==> src/rtl/smb_pkg.sv <==
package smb_pkg;

   localparam int unsigned BYTE_W = 8;
   localparam int unsigned DEV_W  = 7;

   typedef enum logic [2:0] {
      ST_IDLE,
      ST_ADDR,
      ST_AACK,
      ST_WDAT,
      ST_WACK,
      ST_RDAT,
      ST_RACK
   } eng_state_t;

   // low = 0, high = 2, anything else counts as floating = 1
   function automatic int unsigned strap_level(input logic [1:0] s);
      case (s)
         2'b00:   return 0;
         2'b10:   return 2;
         default: return 1;
      endcase
   endfunction

   function automatic logic [DEV_W-1:0] strap_to_addr(input logic [1:0] sa,
                                                      input logic [1:0] sb);
      logic [DEV_W-1:0] base;
      case (strap_level(sa))
         0:       base = 7'h18;
         1:       base = 7'h29;
         default: base = 7'h4C;
      endcase
      return base + DEV_W'(strap_level(sb));
   endfunction

endpackage

==> src/rtl/smb_line_sync.sv <==
module smb_line_sync #(
   parameter int unsigned STAGES = 2,
   parameter int unsigned WIDTH  = 2
) (
   input  logic             clk,
   input  logic             rst_n,
   input  logic [WIDTH-1:0] d_i,
   output logic [WIDTH-1:0] q_o,
   output logic [WIDTH-1:0] rise_o,
   output logic [WIDTH-1:0] fall_o
);

   logic [STAGES-1:0][WIDTH-1:0] chain;
   logic [WIDTH-1:0]             prev;

   generate
      if (STAGES == 1) begin : g_one
         always_ff @(posedge clk or negedge rst_n) begin
            if (!rst_n) chain <= '1;
            else        chain <= d_i;
         end
      end else begin : g_many
         always_ff @(posedge clk or negedge rst_n) begin
            if (!rst_n) chain <= '1;
            else        chain <= {chain[STAGES-2:0], d_i};
         end
      end
   endgenerate

   always_ff @(posedge clk or negedge rst_n) begin
      if (!rst_n) prev <= '1;
      else        prev <= chain[STAGES-1];
   end

   assign q_o    = chain[STAGES-1];
   assign rise_o = chain[STAGES-1] & ~prev;
   assign fall_o = ~chain[STAGES-1] & prev;

endmodule

==> src/rtl/smb_strap_latch.sv <==
module smb_strap_latch
   import smb_pkg::*;
(
   input  logic             clk,
   input  logic             rst_n,
   input  logic [1:0]       strap_a_i,
   input  logic [1:0]       strap_b_i,
   output logic [DEV_W-1:0] dev_addr_o,
   output logic             valid_o
);

   always_ff @(posedge clk or negedge rst_n) begin
      if (!rst_n) begin
         dev_addr_o <= '0;
         valid_o    <= 1'b0;
      end else if (!valid_o) begin
         dev_addr_o <= strap_to_addr(strap_a_i, strap_b_i);
         valid_o    <= 1'b1;
      end
   end

endmodule

==> src/rtl/smb_engine.sv <==
module smb_engine
   import smb_pkg::*;
#(
   parameter int unsigned REG_AW = 8
) (
   input  logic              clk,
   input  logic              rst_n,
   input  logic              scl_s,
   input  logic              scl_rise,
   input  logic              scl_fall,
   input  logic              sda_s,
   input  logic              sda_rise,
   input  logic              sda_fall,
   input  logic [DEV_W-1:0]  dev_addr,
   input  logic              addr_valid,
   input  logic [BYTE_W-1:0] reg_rdata_i,
   output logic              sda_pull_o,
   output logic [REG_AW-1:0] reg_addr_o,
   output logic [BYTE_W-1:0] reg_wdata_o,
   output logic              reg_wr_o,
   output logic              reg_rd_o
);

   localparam int unsigned CNT_W = $clog2(BYTE_W + 1) + 1;
   localparam logic [CNT_W-1:0] LAST_BIT = CNT_W'(BYTE_W);

   eng_state_t        st;
   logic [BYTE_W-1:0] sh;
   logic [CNT_W-1:0]  cnt;
   logic              rw;
   logic              first;
   logic              bus_start, bus_stop;

   assign bus_start = scl_s & sda_fall;
   assign bus_stop  = scl_s & sda_rise;

   always_ff @(posedge clk or negedge rst_n) begin
      if (!rst_n) begin
         st          <= ST_IDLE;
         sh          <= '0;
         cnt         <= '0;
         rw          <= 1'b0;
         first       <= 1'b1;
         sda_pull_o  <= 1'b0;
         reg_addr_o  <= '0;
         reg_wdata_o <= '0;
         reg_wr_o    <= 1'b0;
         reg_rd_o    <= 1'b0;
      end else begin
         reg_wr_o <= 1'b0;
         reg_rd_o <= 1'b0;
         if (bus_start) begin
            st         <= ST_ADDR;
            cnt        <= '0;
            first      <= 1'b1;
            sda_pull_o <= 1'b0;
         end else if (bus_stop) begin
            st         <= ST_IDLE;
            sda_pull_o <= 1'b0;
         end else begin
            case (st)
               ST_ADDR: begin
                  if (scl_rise) begin
                     sh  <= {sh[BYTE_W-2:0], sda_s};
                     cnt <= cnt + 1'b1;
                  end else if (scl_fall && cnt == LAST_BIT) begin
                     cnt <= '0;
                     if (addr_valid && sh[BYTE_W-1:1] == dev_addr) begin
                        st         <= ST_AACK;
                        sda_pull_o <= 1'b1;
                        rw         <= sh[0];
                     end else begin
                        st <= ST_IDLE;
                     end
                  end
               end
               ST_AACK, ST_WACK: begin
                  if (scl_rise) begin
                     cnt <= CNT_W'(1);
                  end else if (scl_fall && cnt == CNT_W'(1)) begin
                     cnt <= '0;
                     if (st == ST_AACK && rw) begin
                        st         <= ST_RDAT;
                        sh         <= reg_rdata_i;
                        sda_pull_o <= ~reg_rdata_i[BYTE_W-1];
                        reg_rd_o   <= 1'b1;
                     end else begin
                        st         <= ST_WDAT;
                        sda_pull_o <= 1'b0;
                     end
                  end
               end
               ST_WDAT: begin
                  if (scl_rise) begin
                     sh  <= {sh[BYTE_W-2:0], sda_s};
                     cnt <= cnt + 1'b1;
                  end else if (scl_fall && cnt == LAST_BIT) begin
                     st         <= ST_WACK;
                     sda_pull_o <= 1'b1;
                     cnt        <= '0;
                     if (first) begin
                        reg_addr_o <= sh[REG_AW-1:0];
                        first      <= 1'b0;
                     end else begin
                        reg_wdata_o <= sh;
                        reg_wr_o    <= 1'b1;
                     end
                  end
               end
               ST_RDAT: begin
                  if (scl_rise) begin
                     cnt <= cnt + 1'b1;
                  end else if (scl_fall && cnt == LAST_BIT) begin
                     st         <= ST_RACK;
                     sda_pull_o <= 1'b0;
                     cnt        <= '0;
                  end else if (scl_fall && cnt != '0) begin
                     sh         <= {sh[BYTE_W-2:0], 1'b0};
                     sda_pull_o <= ~sh[BYTE_W-2];
                  end
               end
               ST_RACK: begin
                  if (scl_rise) begin
                     if (sda_s) st  <= ST_IDLE;
                     else       cnt <= CNT_W'(1);
                  end else if (scl_fall && cnt == CNT_W'(1)) begin
                     st         <= ST_RDAT;
                     cnt        <= '0;
                     sh         <= reg_rdata_i;
                     sda_pull_o <= ~reg_rdata_i[BYTE_W-1];
                     reg_rd_o   <= 1'b1;
                  end
               end
               default: ;
            endcase
         end
      end
   end

endmodule

==> src/rtl/smb_strap_slave.sv <==
module smb_strap_slave
   import smb_pkg::*;
#(
   parameter int unsigned SYNC_STAGES = 2,
   parameter int unsigned REG_AW      = 8
) (
   input  logic              clk,
   input  logic              rst_n,
   input  logic              scl_i,
   input  logic              sda_i,
   output logic              sda_pull_o,
   input  logic [1:0]        strap_a_i,
   input  logic [1:0]        strap_b_i,
   output logic [REG_AW-1:0] reg_addr_o,
   output logic [7:0]        reg_wdata_o,
   output logic              reg_wr_o,
   input  logic [7:0]        reg_rdata_i,
   output logic              reg_rd_o
);

   generate
      if (SYNC_STAGES < 1) begin : g_bad_sync
         $error("SYNC_STAGES must be at least 1");
      end
      if (REG_AW < 1 || REG_AW > BYTE_W) begin : g_bad_aw
         $error("REG_AW must lie between 1 and 8");
      end
   endgenerate

   logic [1:0]       lines_s, lines_rise, lines_fall;
   logic             scl_s, sda_s, scl_rise, scl_fall, sda_rise, sda_fall;
   logic [DEV_W-1:0] dev_addr;
   logic             addr_valid;

   smb_line_sync #(.STAGES(SYNC_STAGES), .WIDTH(2)) u_sync (
      .clk    (clk),
      .rst_n  (rst_n),
      .d_i    ({scl_i, sda_i}),
      .q_o    (lines_s),
      .rise_o (lines_rise),
      .fall_o (lines_fall)
   );

   assign scl_s    = lines_s[1];
   assign sda_s    = lines_s[0];
   assign scl_rise = lines_rise[1];
   assign scl_fall = lines_fall[1];
   assign sda_rise = lines_rise[0];
   assign sda_fall = lines_fall[0];

   smb_strap_latch u_strap (
      .clk        (clk),
      .rst_n      (rst_n),
      .strap_a_i  (strap_a_i),
      .strap_b_i  (strap_b_i),
      .dev_addr_o (dev_addr),
      .valid_o    (addr_valid)
   );

   smb_engine #(.REG_AW(REG_AW)) u_eng (
      .clk         (clk),
      .rst_n       (rst_n),
      .scl_s       (scl_s),
      .scl_rise    (scl_rise),
      .scl_fall    (scl_fall),
      .sda_s       (sda_s),
      .sda_rise    (sda_rise),
      .sda_fall    (sda_fall),
      .dev_addr    (dev_addr),
      .addr_valid  (addr_valid),
      .reg_rdata_i (reg_rdata_i),
      .sda_pull_o  (sda_pull_o),
      .reg_addr_o  (reg_addr_o),
      .reg_wdata_o (reg_wdata_o),
      .reg_wr_o    (reg_wr_o),
      .reg_rd_o    (reg_rd_o)
   );

endmodule

==> config.mk <==
export PLATFORM = sky130hd
export DESIGN_NAME = smb_strap_slave
export DESIGN_NICKNAME = d
export VERILOG_FILES = /design/src/rtl/smb_pkg.sv /design/src/rtl/smb_line_sync.sv /design/src/rtl/smb_strap_latch.sv /design/src/rtl/smb_engine.sv /design/src/rtl/smb_strap_slave.sv
export SDC_FILE = /design/constraint.sdc
export NUM_CORES = 1
export LEC_CHECK = 0
export BUFFER_PORTS_ARGS = -buffer_cell sky130_fd_sc_hd__buf_2
export CAP_MARGIN = 0
export CORE_MARGIN = 2
export CORE_UTILIZATION = 30
export DETAILED_ROUTE_END_ITERATION = 8
export SYNTH_ARGS = -nofsm -noshare
export SYNTH_HDL_FRONTEND = slang
export SYNTH_SLANG_ARGS = --single-unit
==> constraint.sdc <==
create_clock -name clk -period 2.27 [get_ports clk]
set_input_delay 0.454 -clock clk [delete_from_list [all_inputs] [get_ports clk]]
set_output_delay 0.454 -clock clk [all_outputs]
set_load 0.02 [all_outputs]
* Yosys cells after proc, flatten, opt, wreduce, memory -nomap -nowiden
Index checks and enable logic that the tools add are counted.
** Cells by class
- Multiplexer cells :: 76
- Eq/ne operators :: 39
- Divide/modulo/power cells :: 0
- Order comparisons :: 0
- Shifts and indexed selects :: 0
- Bitwise gates (word level) :: 12
- Reduce and logical (&&, ||, !) cells :: 25
- $add $sub $neg :: 2
- Multiply operators :: 0
** Operators by type and width (number)
- 8-bit two-way mux :: 9
- 3-bit two-way mux :: 14
- 5-bit two-way mux :: 8
- 1-bit two-way mux :: 33
- 32-bit by 1-bit == test with 1-bit output, second input constant :: 1
- 32-bit zero test :: 1
- 32-bit two-way mux :: 1
- 8-bit one-hot mux with 4 select lines :: 1
- 4-bit by 1-bit inequality test with 1-bit output, second input constant :: 7
- 12-bit AND reduction :: 2
- 4-bit by 2-bit inequality test with 1-bit output, second input constant :: 5
- 6-bit AND reduction :: 3
- 3-bit one-hot mux with 5 select lines :: 1
- 5-bit one-hot mux with 3 select lines :: 1
- 7-bit two-way mux :: 2
- 2-bit by 1-bit inequality test with 1-bit output, second input constant :: 7
- 7-bit one-hot mux with 2 select lines :: 1
- 11-bit AND reduction :: 1
- 3-bit == test, second input constant :: 3
- 2-bit inequality test, second input constant :: 4
- 2-bit one-hot mux with 2 select lines :: 2
- 4-bit AND reduction :: 2
- 4-bit nonzero test :: 2
- 7-bit adder :: 1
- other kinds (25) :: 42
** Word-level totals
- Register bits :: 51
- Bits of input ports :: 16
- RAM bits :: 0
- Logic and storage cells :: 169
- ROM bits :: 0
- Bits in latches :: 0
- Memories kept :: 0

* Logic depth before layout (Yosys ltp)
- Depth after elaboration :: 9
- Depth in mapped cells :: 8

* Hierarchy
Synthesis repeated with hierarchy kept, for this count alone.
** Unflattened totals
- Cells, all modules :: 266
- Area, all modules :: 2753.9 um2
** By module, submodules not included
- smb_engine :: times used 1, cells each 227, area each 2228.4 um2, seq. area each 927.1 um2
- smb_strap_latch :: times used 1, cells each 27, area each 317.8 um2, seq. area each 175.2 um2
- smb_line_sync :: times used 1, cells each 12, area each 207.7 um2, seq. area each 157.7 um2

* Worst setup path before layout
OpenSTA, ideal clock, no wires.
- Path kind :: reg-to-reg
- From :: register u_eng.cnt[0]
- To :: register u_eng.reg_wdata_o[0]
- Period minus slack after synthesis :: 1863 ps
- Data required time :: 2145 ps
- Stages on the path, launching flop included :: 9
- Arrival time :: 1739 ps
- Library setup time :: 125 ps
- Setup slack :: 407 ps
- Path through :: dfrtp_1 > inv_1 > ha_1 > nand4bb_1 > nor2_2 > and4_4 > and2b_1 > buf_6 > mux2_2
** Between the ends
- Longest elaborated chain between the ends :: 3
** RTL lines
- from (decl) :: line smb_engine.sv:29 : logic [CNT_W-1:0] cnt;
- from (signal assigned) :: line smb_engine.sv:65 : cnt <= cnt + 1'b1;
- from (signal assigned) :: line smb_engine.sv:96 : cnt <= cnt + 1'b1;
- from (signal assigned) :: line smb_engine.sv:112 : cnt <= cnt + 1'b1;
- 5-bit by 4-bit == test with 1-bit output :: line smb_engine.sv:97 : end else if (scl_fall && cnt == LAST_BIT) begin
- 1-bit logical AND :: line smb_engine.sv:97
- 6-bit AND reduction (no source line)
- to (signal assigned) :: line smb_engine.sv:105 : reg_wdata_o <= sh;
- to (decl) :: line smb_engine.sv:19 : output logic [BYTE_W-1:0] reg_wdata_o,
No other way between the ends.
A chain may end at the register's enable or synchronous reset.

* Worst setup path after layout
- From :: register u_eng.cnt[0]
- To :: register u_eng.reg_wdata_o[7]
The elaborated chain is that of the path after synthesis.

==> flow_metrics.py <==
metrics = {
    "run_status": {
        "status": "finished, final reports clean",
    },
    "synthesis": {
        "post_synth_num_cell_types": 58,
        "yosysTopAreaCell": "dfrtp_1",
        "asyncSetResetFlopFracSynth": 1.00,
        "synth_area_um2": 2660,
        "synth_fp_nets": 265,
        "yosys_warnings": 0,
        "synth_top_area_frac": 0.405,
        "synth_area_leaders": "dfrtp_1, mux2_2, dfstp_2",
        "synth-edff-count": 0,
        "syn_inst": 245,
        "ys.flop_type": "dfrtp_1",
        "avgSynthCellArea_um2": 10.8,
        "yosysSeqAreaShare": 0.474,
        "ys_ff_latch": 50,
    },
    "setup_path": {
        "arrival_ps": 2310,
        "critPathRequiredTime_ps": 2470,
        "slowest_delay_ps": 430,
        "reg2reg_from": "u_eng.cnt[0]",
        "crit_chain": "inv_1 -> ha_1 -> nand4bb_1 -> nor2_2 -> and4_4 -> and2b_2 -> mux2_2",
        "crit_path_end_kind": "flip-flop",
        "worstPathMaxFanout": 9,
        "crit_path_top_delay_cell": "dfrtp_1",
        "worst-path-buf-inv": 1,
        "crit_family": "simple AND/OR/NAND/NOR gates",
        "critPathLaunchType": "flip-flop",
        "path_class": "flip-flop to flip-flop",
        "startpoint": "u_eng.cnt[0]",
    },
    "grt": {
        "grt_pass1_vias": 1942,
        "grt_remaining_overflow": 0,
        "grt_pass1_wl_um": 9700,
        "track_usage": 0.123,
        "grt_antenna_before_repair": 0,
        "grt_max_degree": 27,
    },
    "placed_design": {
        "place_area_um2": 2930,
        "place_ws_ps": 91.6,
        "place.gp.congestion": 0.890,
        "io_buffers": 34,
        "hpwl_um": 4260,
    },
    "final_layout": {
        "post-route-util": 0.353,
        "antenna_cells": 0,
        "area_growth_syn_to_layout_pct": 14.6,
        "design_area_um2": 3050,
        "fin_nets": 297,
        "drive_gt1_frac": 0.338,
    },
    "floorplanning": {
        "start_util": 0.308,
        "coreArea_um2": 8640,
        "die_area_um2": 9620,
        "ios": 35,
        "num_rows": 34,
        "die_y_um": 98.1,
        "die_width_um": 98.1,
    },
    "clock_network": {
        "cts_tree": "done",
        "numCtsBuffers": 5,
        "max-clock-path-buffers": 2,
        "htreeDepth": 2,
        "clock-sinks": 50,
        "clk_pin_slew_worst_paths_ps": 100,
        "cts_hold_buf": 0,
        "cts_root_buf": "clkbuf_8",
        "clk_latency_ps": 310,
    },
    "sta": {
        "hold_viol": 0,
        "setup_violations": 0,
        "rsz0062_at_grt": "false",
        "maxSlewHeadroom": 0.587,
        "period_share": 0.928,
        "tns_ps": 0,
        "fmax_ghz": 0.475,
        "finClkSkew_ps": 10.3,
        "fin_crit_ps": 2110,
        "setup_ws_ps": 163,
        "worst_pin_slew_ps": 619,
        "final_max_slew_viol_count": 0,
    },
    "detailed_routing": {
        "post_drt_via_cell_ratio": 4.91,
        "wirelength_um": 5710,
        "ant_nets": 0,
        "dr.first_iter.drc_count": 127,
        "drc": 0,
        "wl_per_cell_um": 14.8,
        "vias": 1895,
        "dr.pass1.iters": 4,
    },
    "pwr": {
        "p_leak_nw": 1.44,
        "p_total_w": 0.00200,
        "p_per_area_nw_per_um2": 657,
        "vdd_drop_max_mv": 0.266,
    },
    "min_path": {
        "hp-class": "input pin to asynchronous set/reset pin",
    },
    "job": {
        "maxCapViolCount": 0,
    },
}
-- cell usage after synthesis (5+ instances only) --
| cell | number |
|---|---|
| nor4_1 | 5 |
| nand3_1 | 7 |
| mux2_2 | 28 |
| nand2_1 | 31 |
| dfrtp_1 | 43 |
| a21oi_1 | 5 |
| dfstp_2 | 7 |
| inv_1 | 8 |
| o21ai_0 | 7 |
| xor2_1 | 7 |
| nor2_1 | 9 |
| buf_2 | 6 |
-- flip-flops by register name, indices dropped and copies added (netlist names), 2 cells and up --
name                flops
u_strap.dev_addr_o      6
u_eng.st                3
u_eng.reg_addr_o        8
u_sync.prev             2
u_eng.reg_wdata_o       8
u_sync.q_o              2
u_sync.chain            2
u_eng.cnt               5
u_eng.sh                8
-- metal layers --
| metal | global-route usage | share of wire | vias up | wire length [µm] |
|---|---|---|---|---|
| li1 | - | - | 943 | - |
| met1 | 0.186 | 0.53 | 916 | 3030 |
| met2 | 0.176 | 0.42 | 34 | 2430 |
| met3 | 0.0286 | 0.039 | 2 | 222 |
| met4 | 0.0331 | 0.0047 | 0 | 27 |
| met5 | 0 | 0 | - | 0 |
-- per-stage QoR --
step,std cells,hold WS (ps)
global route,386,202
finish,386,152
CTS,386,173
global placement,378,346
detailed placement,378,347
floorplan,245,158
-- timing repair --
| item | 4_1_cts | 5_1_grt |
|---|---|---|
| setup buffers | 0 | 0 |
| setup endpoints to repair | 0 | 8 |
| gates resized for setup | 0 | 1 |
-- layout make-up --
class                           count  area [µm²]
Sequential cell                    50        1260
Multi-Input combinational cell    174        1290
Tap cell                          108         135
Timing Repair Buffer               38         213
Fill cell                         897        5590
Clock inverter                      3        43.8
Clock buffer                        5        68.8
Inverter                            8        30.0
-- worst reg2reg max path: stages, from the launching register on --
cell and delay (ps):
dfrtp_1 430, inv_1 110, ha_1 180, nand4bb_1 150
nor2_2 230, and4_4 270, and2b_2 270, mux2_2 360
-- final timing paths --
check                                       endpoint  slack (ps)  cells past startpoint
max in group asynchronous                u_eng.st[1]        1570                      2
worst min-delay path                    u_eng.cnt[0]         150                      1
worst max-delay path            u_eng.reg_wdata_o[7]         160                      7
min in group clk                     u_sync.chain[0]         250                      1
worst max register to register  u_eng.reg_wdata_o[7]         160                      7
worst min register to register         u_sync.q_o[1]         360                      0
-- cell families after synthesis --
family,synth area share
other cells,0.00141
compound gates,0.133
simple gates,0.173
fa+ha+maj,0.0188
mux,0.134
buf+inv,0.0386
flops,0.474
xor+xnor,0.0264
-- report_power, final --
part | switching (W) | internal [W] | total (W)
sequential | 0.000103 | 0.000957 | 0.00106
combinational | 0.000155 | 0.000142 | 0.000297
clock | 0.000313 | 0.000331 | 0.000644
-- layout by cell type (no fill, tap or decap), types with 5 or more instances in the layout --
master | synthesis | layout
dfrtp_1 | 43 | 43
mux2_2 | 28 | 28
nor4_1 | 5 | 5
inv_1 | 8 | 8
xor2_1 | 7 | 7
nand2_1 | 31 | 31
buf_2 | 6 | 34
clkbuf_8 | 0 | 5
dfstp_2 | 7 | 7
a21oi_1 | 5 | 5
o21ai_0 | 7 | 7
nand3_1 | 7 | 7
nor2_1 | 9 | 9
(Power assumes the default switching activity.)
